[src/rtl/fpdec_pkg.sv]
package fpdec_pkg;

  typedef enum logic [1:0] {
    SZ_NONE = 2'd0,
    SZ_SGL  = 2'd1,
    SZ_DBL  = 2'd2,
    SZ_QUAD = 2'd3
  } opsz_e;

  typedef enum logic [3:0] {
    FOP_NONE = 4'd0,
    FOP_ADD  = 4'd1,
    FOP_SUB  = 4'd2,
    FOP_MUL  = 4'd3,
    FOP_DIV  = 4'd4,
    FOP_SQRT = 4'd5,
    FOP_MOV  = 4'd6,
    FOP_NEG  = 4'd7,
    FOP_ABS  = 4'd8,
    FOP_ITOF = 4'd9,
    FOP_FTOI = 4'd10,
    FOP_FCVT = 4'd11,
    FOP_WMUL = 4'd12,
    FOP_CMP  = 4'd13,
    FOP_CMPX = 4'd14
  } fop_e;

  typedef struct packed {
    logic  known;
    fop_e  op;
    opsz_e s1;
    opsz_e s2;
    opsz_e d;
    logic  raw2;
    logic  rawd;
    logic  cc_dst;
  } fdec_s;

  localparam logic [31:0] GRP_MASK = 32'hC1F8_0000;
  localparam logic [31:0] GRP1_PAT = 32'h81A0_0000;
  localparam logic [31:0] GRP2_PAT = 32'h81A8_0000;

endpackage

[src/rtl/fpdec_table.sv]
module fpdec_table
  import fpdec_pkg::*;
#(
  parameter int SEL_W = 9
) (
  input  logic             grp1,
  input  logic             grp2,
  input  logic [SEL_W-1:0] sel,
  output fdec_s            info
);

  function automatic fdec_s set_ops(fop_e op, opsz_e s1, opsz_e s2, opsz_e d,
                                    logic raw2, logic rawd, logic cc);
    fdec_s r;
    r.known  = 1'b1;
    r.op     = op;
    r.s1     = s1;
    r.s2     = s2;
    r.d      = d;
    r.raw2   = raw2;
    r.rawd   = rawd;
    r.cc_dst = cc;
    return r;
  endfunction

  function automatic fdec_s lookup(logic g1, logic g2, logic [SEL_W-1:0] s);
    fdec_s r;
    opsz_e lo;
    r  = '0;
    lo = opsz_e'(s[1:0]);
    if (g2) begin
      if (s[8:3] == 6'h0A && s[1:0] != 2'd0)
        r = set_ops(s[2] ? FOP_CMPX : FOP_CMP, lo, lo, SZ_NONE, 1'b0, 1'b0, 1'b1);
    end else if (g1) begin
      if (s[8:4] == 5'h04 && s[1:0] != 2'd0) begin
        case (s[3:2])
          2'd0:    r = set_ops(FOP_ADD, lo, lo, lo, 1'b0, 1'b0, 1'b0);
          2'd1:    r = set_ops(FOP_SUB, lo, lo, lo, 1'b0, 1'b0, 1'b0);
          2'd2:    r = set_ops(FOP_MUL, lo, lo, lo, 1'b0, 1'b0, 1'b0);
          default: r = set_ops(FOP_DIV, lo, lo, lo, 1'b0, 1'b0, 1'b0);
        endcase
      end else if (s[8:2] == 7'h0A && s[1:0] != 2'd0) begin
        r = set_ops(FOP_SQRT, SZ_NONE, lo, lo, 1'b0, 1'b0, 1'b0);
      end else begin
        case (s)
          9'h001: r = set_ops(FOP_MOV,  SZ_NONE, SZ_SGL, SZ_SGL, 1'b1, 1'b1, 1'b0);
          9'h005: r = set_ops(FOP_NEG,  SZ_NONE, SZ_SGL, SZ_SGL, 1'b1, 1'b1, 1'b0);
          9'h009: r = set_ops(FOP_ABS,  SZ_NONE, SZ_SGL, SZ_SGL, 1'b1, 1'b1, 1'b0);
          9'h069: r = set_ops(FOP_WMUL, SZ_SGL, SZ_SGL, SZ_DBL, 1'b0, 1'b0, 1'b0);
          9'h06E: r = set_ops(FOP_WMUL, SZ_DBL, SZ_DBL, SZ_QUAD, 1'b0, 1'b0, 1'b0);
          9'h0C4, 9'h0C8, 9'h0CC:
                  r = set_ops(FOP_ITOF, SZ_NONE, SZ_SGL, opsz_e'(s[3:2]), 1'b1, 1'b0, 1'b0);
          9'h0D1, 9'h0D2, 9'h0D3:
                  r = set_ops(FOP_FTOI, SZ_NONE, lo, SZ_SGL, 1'b0, 1'b1, 1'b0);
          9'h0C6: r = set_ops(FOP_FCVT, SZ_NONE, SZ_DBL,  SZ_SGL,  1'b0, 1'b0, 1'b0);
          9'h0C7: r = set_ops(FOP_FCVT, SZ_NONE, SZ_QUAD, SZ_SGL,  1'b0, 1'b0, 1'b0);
          9'h0C9: r = set_ops(FOP_FCVT, SZ_NONE, SZ_SGL,  SZ_DBL,  1'b0, 1'b0, 1'b0);
          9'h0CB: r = set_ops(FOP_FCVT, SZ_NONE, SZ_QUAD, SZ_DBL,  1'b0, 1'b0, 1'b0);
          9'h0CD: r = set_ops(FOP_FCVT, SZ_NONE, SZ_SGL,  SZ_QUAD, 1'b0, 1'b0, 1'b0);
          9'h0CE: r = set_ops(FOP_FCVT, SZ_NONE, SZ_DBL,  SZ_QUAD, 1'b0, 1'b0, 1'b0);
          default: r = '0;
        endcase
      end
    end
    return r;
  endfunction

  always_comb info = lookup(grp1, grp2, sel);

endmodule

[src/rtl/fpdec_align.sv]
module fpdec_align
  import fpdec_pkg::*;
#(
  parameter int N_OPS = 3,
  parameter int IDX_W = 5
) (
  input  logic [2*N_OPS-1:0]     sz_v,
  input  logic [IDX_W*N_OPS-1:0] idx_v,
  output logic [N_OPS-1:0]       bad_v
);

  function automatic logic misfit(opsz_e sz, logic [IDX_W-1:0] idx);
    case (sz)
      SZ_DBL:  return idx[0];
      SZ_QUAD: return |idx[1:0];
      default: return 1'b0;
    endcase
  endfunction

  for (genvar g = 0; g < N_OPS; g++) begin : g_slot
    always_comb bad_v[g] = misfit(opsz_e'(sz_v[2*g +: 2]), idx_v[IDX_W*g +: IDX_W]);
  end

endmodule

[src/rtl/fpdec_top.sv]
module fpdec_top
  import fpdec_pkg::*;
#(
  parameter int WORD_W      = 32,
  parameter int TRAP_W      = 3,
  parameter int TRAP_BADREG = 6
) (
  input  logic              clk,
  input  logic              rst_n,
  input  logic              in_valid,
  input  logic [WORD_W-1:0] in_word,
  output logic              out_valid,
  output logic              out_recog,
  output logic              out_badreg,
  output logic              out_unknown,
  output logic [3:0]        out_op,
  output logic [1:0]        out_s1_size,
  output logic [1:0]        out_s2_size,
  output logic [1:0]        out_d_size,
  output logic              out_s2_raw,
  output logic              out_d_raw,
  output logic [4:0]        out_s1_idx,
  output logic [4:0]        out_s2_idx,
  output logic [4:0]        out_d_idx,
  output logic [TRAP_W-1:0] out_trap
);

  localparam int IDX_W = 5;
  localparam int SEL_W = 9;
  localparam int N_OPS = 3;

  logic             grp1, grp2;
  logic [SEL_W-1:0] sel;
  logic [IDX_W-1:0] s1_idx, s2_idx, d_idx;
  fdec_s            info;
  logic [N_OPS-1:0] slot_bad;
  logic             cc_bad, any_bad, dec_bad, dec_ok, dec_unk;

  always_comb begin
    grp1   = (in_word & GRP_MASK) == GRP1_PAT;
    grp2   = (in_word & GRP_MASK) == GRP2_PAT;
    sel    = in_word[13:5];
    s1_idx = in_word[18:14];
    s2_idx = in_word[4:0];
    d_idx  = in_word[29:25];
  end

  fpdec_table #(.SEL_W(SEL_W)) u_table (
    .grp1 (grp1),
    .grp2 (grp2),
    .sel  (sel),
    .info (info)
  );

  fpdec_align #(.N_OPS(N_OPS), .IDX_W(IDX_W)) u_align (
    .sz_v  ({info.d, info.s2, info.s1}),
    .idx_v ({d_idx, s2_idx, s1_idx}),
    .bad_v (slot_bad)
  );

  always_comb begin
    cc_bad  = info.cc_dst && (d_idx != '0);
    any_bad = (|slot_bad) || cc_bad;
    dec_bad = info.known && any_bad;
    dec_ok  = info.known && !any_bad;
    dec_unk = !info.known;
  end

  always_ff @(posedge clk) begin
    if (!rst_n) begin
      out_valid   <= 1'b0;
      out_recog   <= 1'b0;
      out_badreg  <= 1'b0;
      out_unknown <= 1'b0;
      out_op      <= '0;
      out_s1_size <= '0;
      out_s2_size <= '0;
      out_d_size  <= '0;
      out_s2_raw  <= 1'b0;
      out_d_raw   <= 1'b0;
      out_s1_idx  <= '0;
      out_s2_idx  <= '0;
      out_d_idx   <= '0;
      out_trap    <= '0;
    end else begin
      out_valid <= in_valid;
      if (in_valid) begin
        out_recog   <= dec_ok;
        out_badreg  <= dec_bad;
        out_unknown <= dec_unk;
        out_op      <= info.op;
        out_s1_size <= info.s1;
        out_s2_size <= info.s2;
        out_d_size  <= info.d;
        out_s2_raw  <= info.raw2;
        out_d_raw   <= info.rawd;
        out_s1_idx  <= s1_idx;
        out_s2_idx  <= s2_idx;
        out_d_idx   <= d_idx;
        out_trap    <= dec_bad ? TRAP_W'(TRAP_BADREG) : '0;
      end
    end
  end

  assert_one_status_R12: assert property (@(posedge clk) disable iff (!rst_n)
    out_valid |-> $countones({out_recog, out_badreg, out_unknown}) == 1);

  assert_trap_code_R12: assert property (@(posedge clk) disable iff (!rst_n)
    out_valid |-> (out_badreg ? out_trap == TRAP_W'(TRAP_BADREG) : out_trap == '0));

  assert_latency_R11: assert property (@(posedge clk) disable iff (!rst_n)
    in_valid |=> out_valid);

  assert_hold_R11: assert property (@(posedge clk) disable iff (!rst_n)
    !in_valid |=> !out_valid && $stable(out_op) && $stable(out_d_idx) && $stable(out_recog));

  assert_dbl_align_R7: assert property (@(posedge clk) disable iff (!rst_n)
    (out_recog && out_s1_size == SZ_DBL) |-> !out_s1_idx[0]);

  assert_quad_align_R8: assert property (@(posedge clk) disable iff (!rst_n)
    (out_recog && out_d_size == SZ_QUAD) |-> out_d_idx[1:0] == 2'd0);

  assert_cc_dest_R9: assert property (@(posedge clk) disable iff (!rst_n)
    (out_recog && (out_op == FOP_CMP || out_op == FOP_CMPX)) |-> out_d_idx == '0);

  assert_unknown_blank_R1: assert property (@(posedge clk) disable iff (!rst_n)
    (out_valid && out_unknown) |-> (out_op == FOP_NONE && out_s1_size == SZ_NONE &&
                                    out_s2_size == SZ_NONE && out_d_size == SZ_NONE));

endmodule

[config.mk]
export PLATFORM = sky130hd
export DESIGN_NAME = fpdec_top
export DESIGN_NICKNAME = d
export VERILOG_FILES = /design/src/rtl/fpdec_pkg.sv /design/src/rtl/fpdec_table.sv /design/src/rtl/fpdec_align.sv /design/src/rtl/fpdec_top.sv
export SDC_FILE = /design/constraint.sdc
export NUM_CORES = 1
export LEC_CHECK = 0
export BUFFER_PORTS_ARGS = -buffer_cell sky130_fd_sc_hd__buf_2
export CAP_MARGIN = 25
export CORE_UTILIZATION = 46
export CTS_BUF_LIST = sky130_fd_sc_hd__clkbuf_16
export DETAILED_ROUTE_END_ITERATION = 10
export PLACE_DENSITY = 0.77
export SLEW_MARGIN = 0
export SYNTH_ARGS = -nofsm -noshare
export SYNTH_HDL_FRONTEND = slang
export SYNTH_SLANG_ARGS = --single-unit
[constraint.sdc]
create_clock -name clk -period 1.95 [get_ports clk]
set_input_delay 0 -clock clk [delete_from_list [all_inputs] [get_ports clk]]
set_output_delay 0 -clock clk [all_outputs]
set_load 0.05 [all_outputs]
==> results.py <==
metrics = {
    "die": {
        "coreArea_um2": 4350,
        "die_h_um": 69.5,
        "top_level_ports": 69,
        "die_area_um2": 4830,
        "start_util_pct": 48.1,
        "num_rows": 24,
        "die_w_um": 69.5,
    },
    "clock_network": {
        "h-tree-depth": 2,
        "cts.path.max_buffers": 2,
        "cts_made_buffers": 5,
        "post_cts_buffers": 0,
        "cts_tree": "done",
        "cts.sinks": 31,
        "clkTransAtPathRegs_ps": 50,
        "insertion_delay_ps": 270,
        "root_buffer": "clkbuf_16",
    },
    "yosys": {
        "avgSynthCellArea_um2": 8.34,
        "synthTopCellsByCount": "dfxtp_1, nor2b_1, nand2_1",
        "synth_fa_ha_area_share_pct": 2.99,
        "syn_area_um2": 2090,
        "synth_edf_count": 0,
        "synth_simple_gate_area_share_pct": 28.4,
        "ys.flop_type": "dfxtp_1",
        "synth.distinct_cells": 62,
        "synth.top_cell.area_share_pct": 29.6,
        "synth-xor-area-share_pct": 0.418,
        "yosys_warnings": 0,
        "yosysTopAreaCell": "dfxtp_1",
        "ys_async_sr_fraction_pct": 0,
        "syn-num-nets": 291,
        "synth_compound_area_share_pct": 24.0,
        "synth.area.mux_share_pct": 8.12,
        "ys_ff_latch": 31,
        "synthTopCellsByArea": "dfxtp_1, mux2i_1, nor2b_1, o21ai_0, nand2_1",
        "synth_top_family_by_area": "simple AND/OR/NAND/NOR gates",
        "yosysMostFrequentCell": "dfxtp_1",
        "yosysSeqAreaShare_pct": 29.6,
        "syn_inst": 251,
    },
    "setup_path": {
        "r2r_setup_slack_ps": 1160,
        "critPathRequiredTime_ps": 2120,
        "cp.arrival_ps": 1960,
        "crit_path_end_kind": "register",
        "r2r_cells": 2,
        "critPathCapture": "out_recog$_SDFFE_PN0P_",
        "crit_path_start_kind": "primary input",
        "critPathKind": "in2reg",
        "cp_max_fo": 6,
        "reg2reg_from": "out_d_size[1]$_SDFFE_PN0P_",
        "reg2reg_to": "out_d_size[1]$_SDFFE_PN0P_",
        "crit_start": "in_word[8]",
    },
    "grt": {
        "overflow": 0,
        "grt_max_degree": 32,
        "antenna_found_initial": 0,
        "grt_pass1_wl_mm": 10.6,
        "grt_pass1_vias": 2228,
        "grtUsageTotal_pct": 27.4,
    },
    "finish": {
        "nets": 395,
        "fin_util_pct": 68.7,
        "n_antenna_cell": 0,
        "syn2layout_area_growth_pct": 42.9,
        "finalNonFillerCells": 408,
        "stdcell_area_um2": 2990,
        "fillerInstances": 362,
        "layout-drive-gt1-share_pct": 39.0,
    },
    "route": {
        "final_antenna_net_count": 0,
        "drc_errors": 0,
        "routedWlPerCell_um": 15.9,
        "via_per_inst": 5.67,
        "first_iter_violations": 148,
        "finalWirelength_mm": 6.48,
        "vias": 2312,
        "drt_pre_antenna_iters": 4,
    },
    "sta": {
        "hold_viol": 2,
        "setup_viol": 0,
        "holdWs_ps": -10.2,
        "setup-tns-final_ps": 0,
        "report.final.slew_viol_count": 0,
        "fin_worst_skew_ps": 0,
        "fmax_mhz": 557,
        "finalCriticalPeriod_ps": 1800,
        "worst_slack_ps": 154,
        "fin_crit_sh_pct": 92.1,
    },
    "hold_path": {
        "hp-class": "in2reg",
    },
    "pwr": {
        "ir_drop_mv": 0.773,
        "power_density_nw_per_um2": 650,
        "power_leakage_nw": 1.42,
        "power_mw": 1.95,
    },
    "place": {
        "dp_slack_ps": -200,
        "dp_hpwl_mm": 4.88,
        "placed_area_um2": 2750,
        "routabilityCongestion": 0.972,
        "io_buffer_count": 67,
        "dp.cells": 396,
    },
    "run": {
        "cap_violations": 0,
    },
    "outcome": {
        "outcome": "finished with violations",
        "violations": "hold timing",
    },
}
layout by cell type, fill, tap and decap left out, drive strengths merged, types with 3 or more instances in the layout:
master / Yosys / layout
mux2i: 17 / 17
nand3: 10 / 10
nor3: 4 / 4
nor3b: 5 / 5
and4b: 3 / 3
buf: 9 / 115
nand4: 3 / 3
dlygate4sd3: 0 / 4
clkinv: 1 / 3
nand2: 19 / 19
ha: 5 / 5
nor4: 3 / 3
o21ai: 15 / 15
nor2: 12 / 12
a21boi: 6 / 6
o211ai: 3 / 3
dfxtp: 31 / 31
nor2b: 26 / 26
nand2b: 3 / 3
o311ai: 3 / 3
clkbuf: 13 / 5
inv: 7 / 7
a31oi: 5 / 5
a21oi: 4 / 4
flip-flops by register name, summed over array words and instances, names as in the netlist:
name,count
out_recog,1
out_s1_idx,5
out_d_raw,1
out_trap,1
out_s2_idx,5
out_unknown,1
out_op,4
out_d_idx,5
out_s2_raw,1
out_valid,1
out_d_size,2
out_s1_size,2
out_s2_size,2
metal layers:
| metal | vias to the layer above | part of all wire [%] | global-route usage [%] | routed length, µm |
|---|---|---|---|---|
| li1 | 1131 | - | - | - |
| met1 | 1090 | 43 | 34.9 | 2810 |
| met2 | 82 | 50 | 46.3 | 3220 |
| met3 | 9 | 5.5 | 5.23 | 355 |
| met4 | 0 | 1.6 | 8.84 | 102 |
| met5 | - | 0 | 0 | 0 |
worst min-delay path by stage:
stage / start / to / slack (ps) / depth (start not counted)
6_report: in_word[16] / out_s1_idx[2]$_SDFFE_PN0P_ / -10 / 3
5_1_grt: in_word[27] / out_d_idx[2]$_SDFFE_PN0P_ / 20 / 3
4_1_cts: in_word[16] / out_s1_idx[2]$_SDFFE_PN0P_ / 0.2 / 3
3_5_place_dp: in_word[17] / out_s1_idx[3]$_SDFFE_PN0P_ / 280 / 3
3_3_place_gp: in_word[2] / out_s2_idx[2]$_SDFFE_PN0P_ / 250 / 3
2_1_floorplan: in_word[29] / out_d_idx[4]$_SDFFE_PN0P_ / 170 / 2
cells by family after synthesis:
group | count (synthesis)
simple gates | 100
compound gates | 66
flops | 31
buf+inv | 30
mux | 17
fa+ha+maj | 5
other cells | 1
xor+xnor | 1
repair_timing:
item                                    in CTS  in global routing
resized for setup                            0                  7
endpoints found under the setup margin       0                  4
hold buffers                                 4                  0
hold endpoints to repair                     4                  0
report_power, final:
part	switching (mW)	leakage, nW	internal (mW)
Sequential	0.0121	0.254	0.660
Clock	0.278	0.0812	0.595
Combinational	0.248	1.08	0.154
Total	0.537	1.42	1.41
worst max-delay path, cell delays in order:
cell and delay, ps:
buf_2 140, buf_4 140, nor4bb_2 400, nand4b_1 190, a211oi_1 310, o32a_1 220, a32o_1 240, a311oi_2 80
a32o_1 240
cell type report:
cell class / count / area, µm² / share of cell area (%)
multi-input cells: 190 / 1380 / 46.0
repair buffers: 119 / 736 / 24.6
flip-flops and latches: 31 / 621 / 20.7
clock buffers: 5 / 125 / 4.18
well taps: 52 / 65.1 / 2.17
clock inverters: 3 / 38.8 / 1.30
inverters: 8 / 30.0 / 1.00
Power figures use the tool's default switching activity.
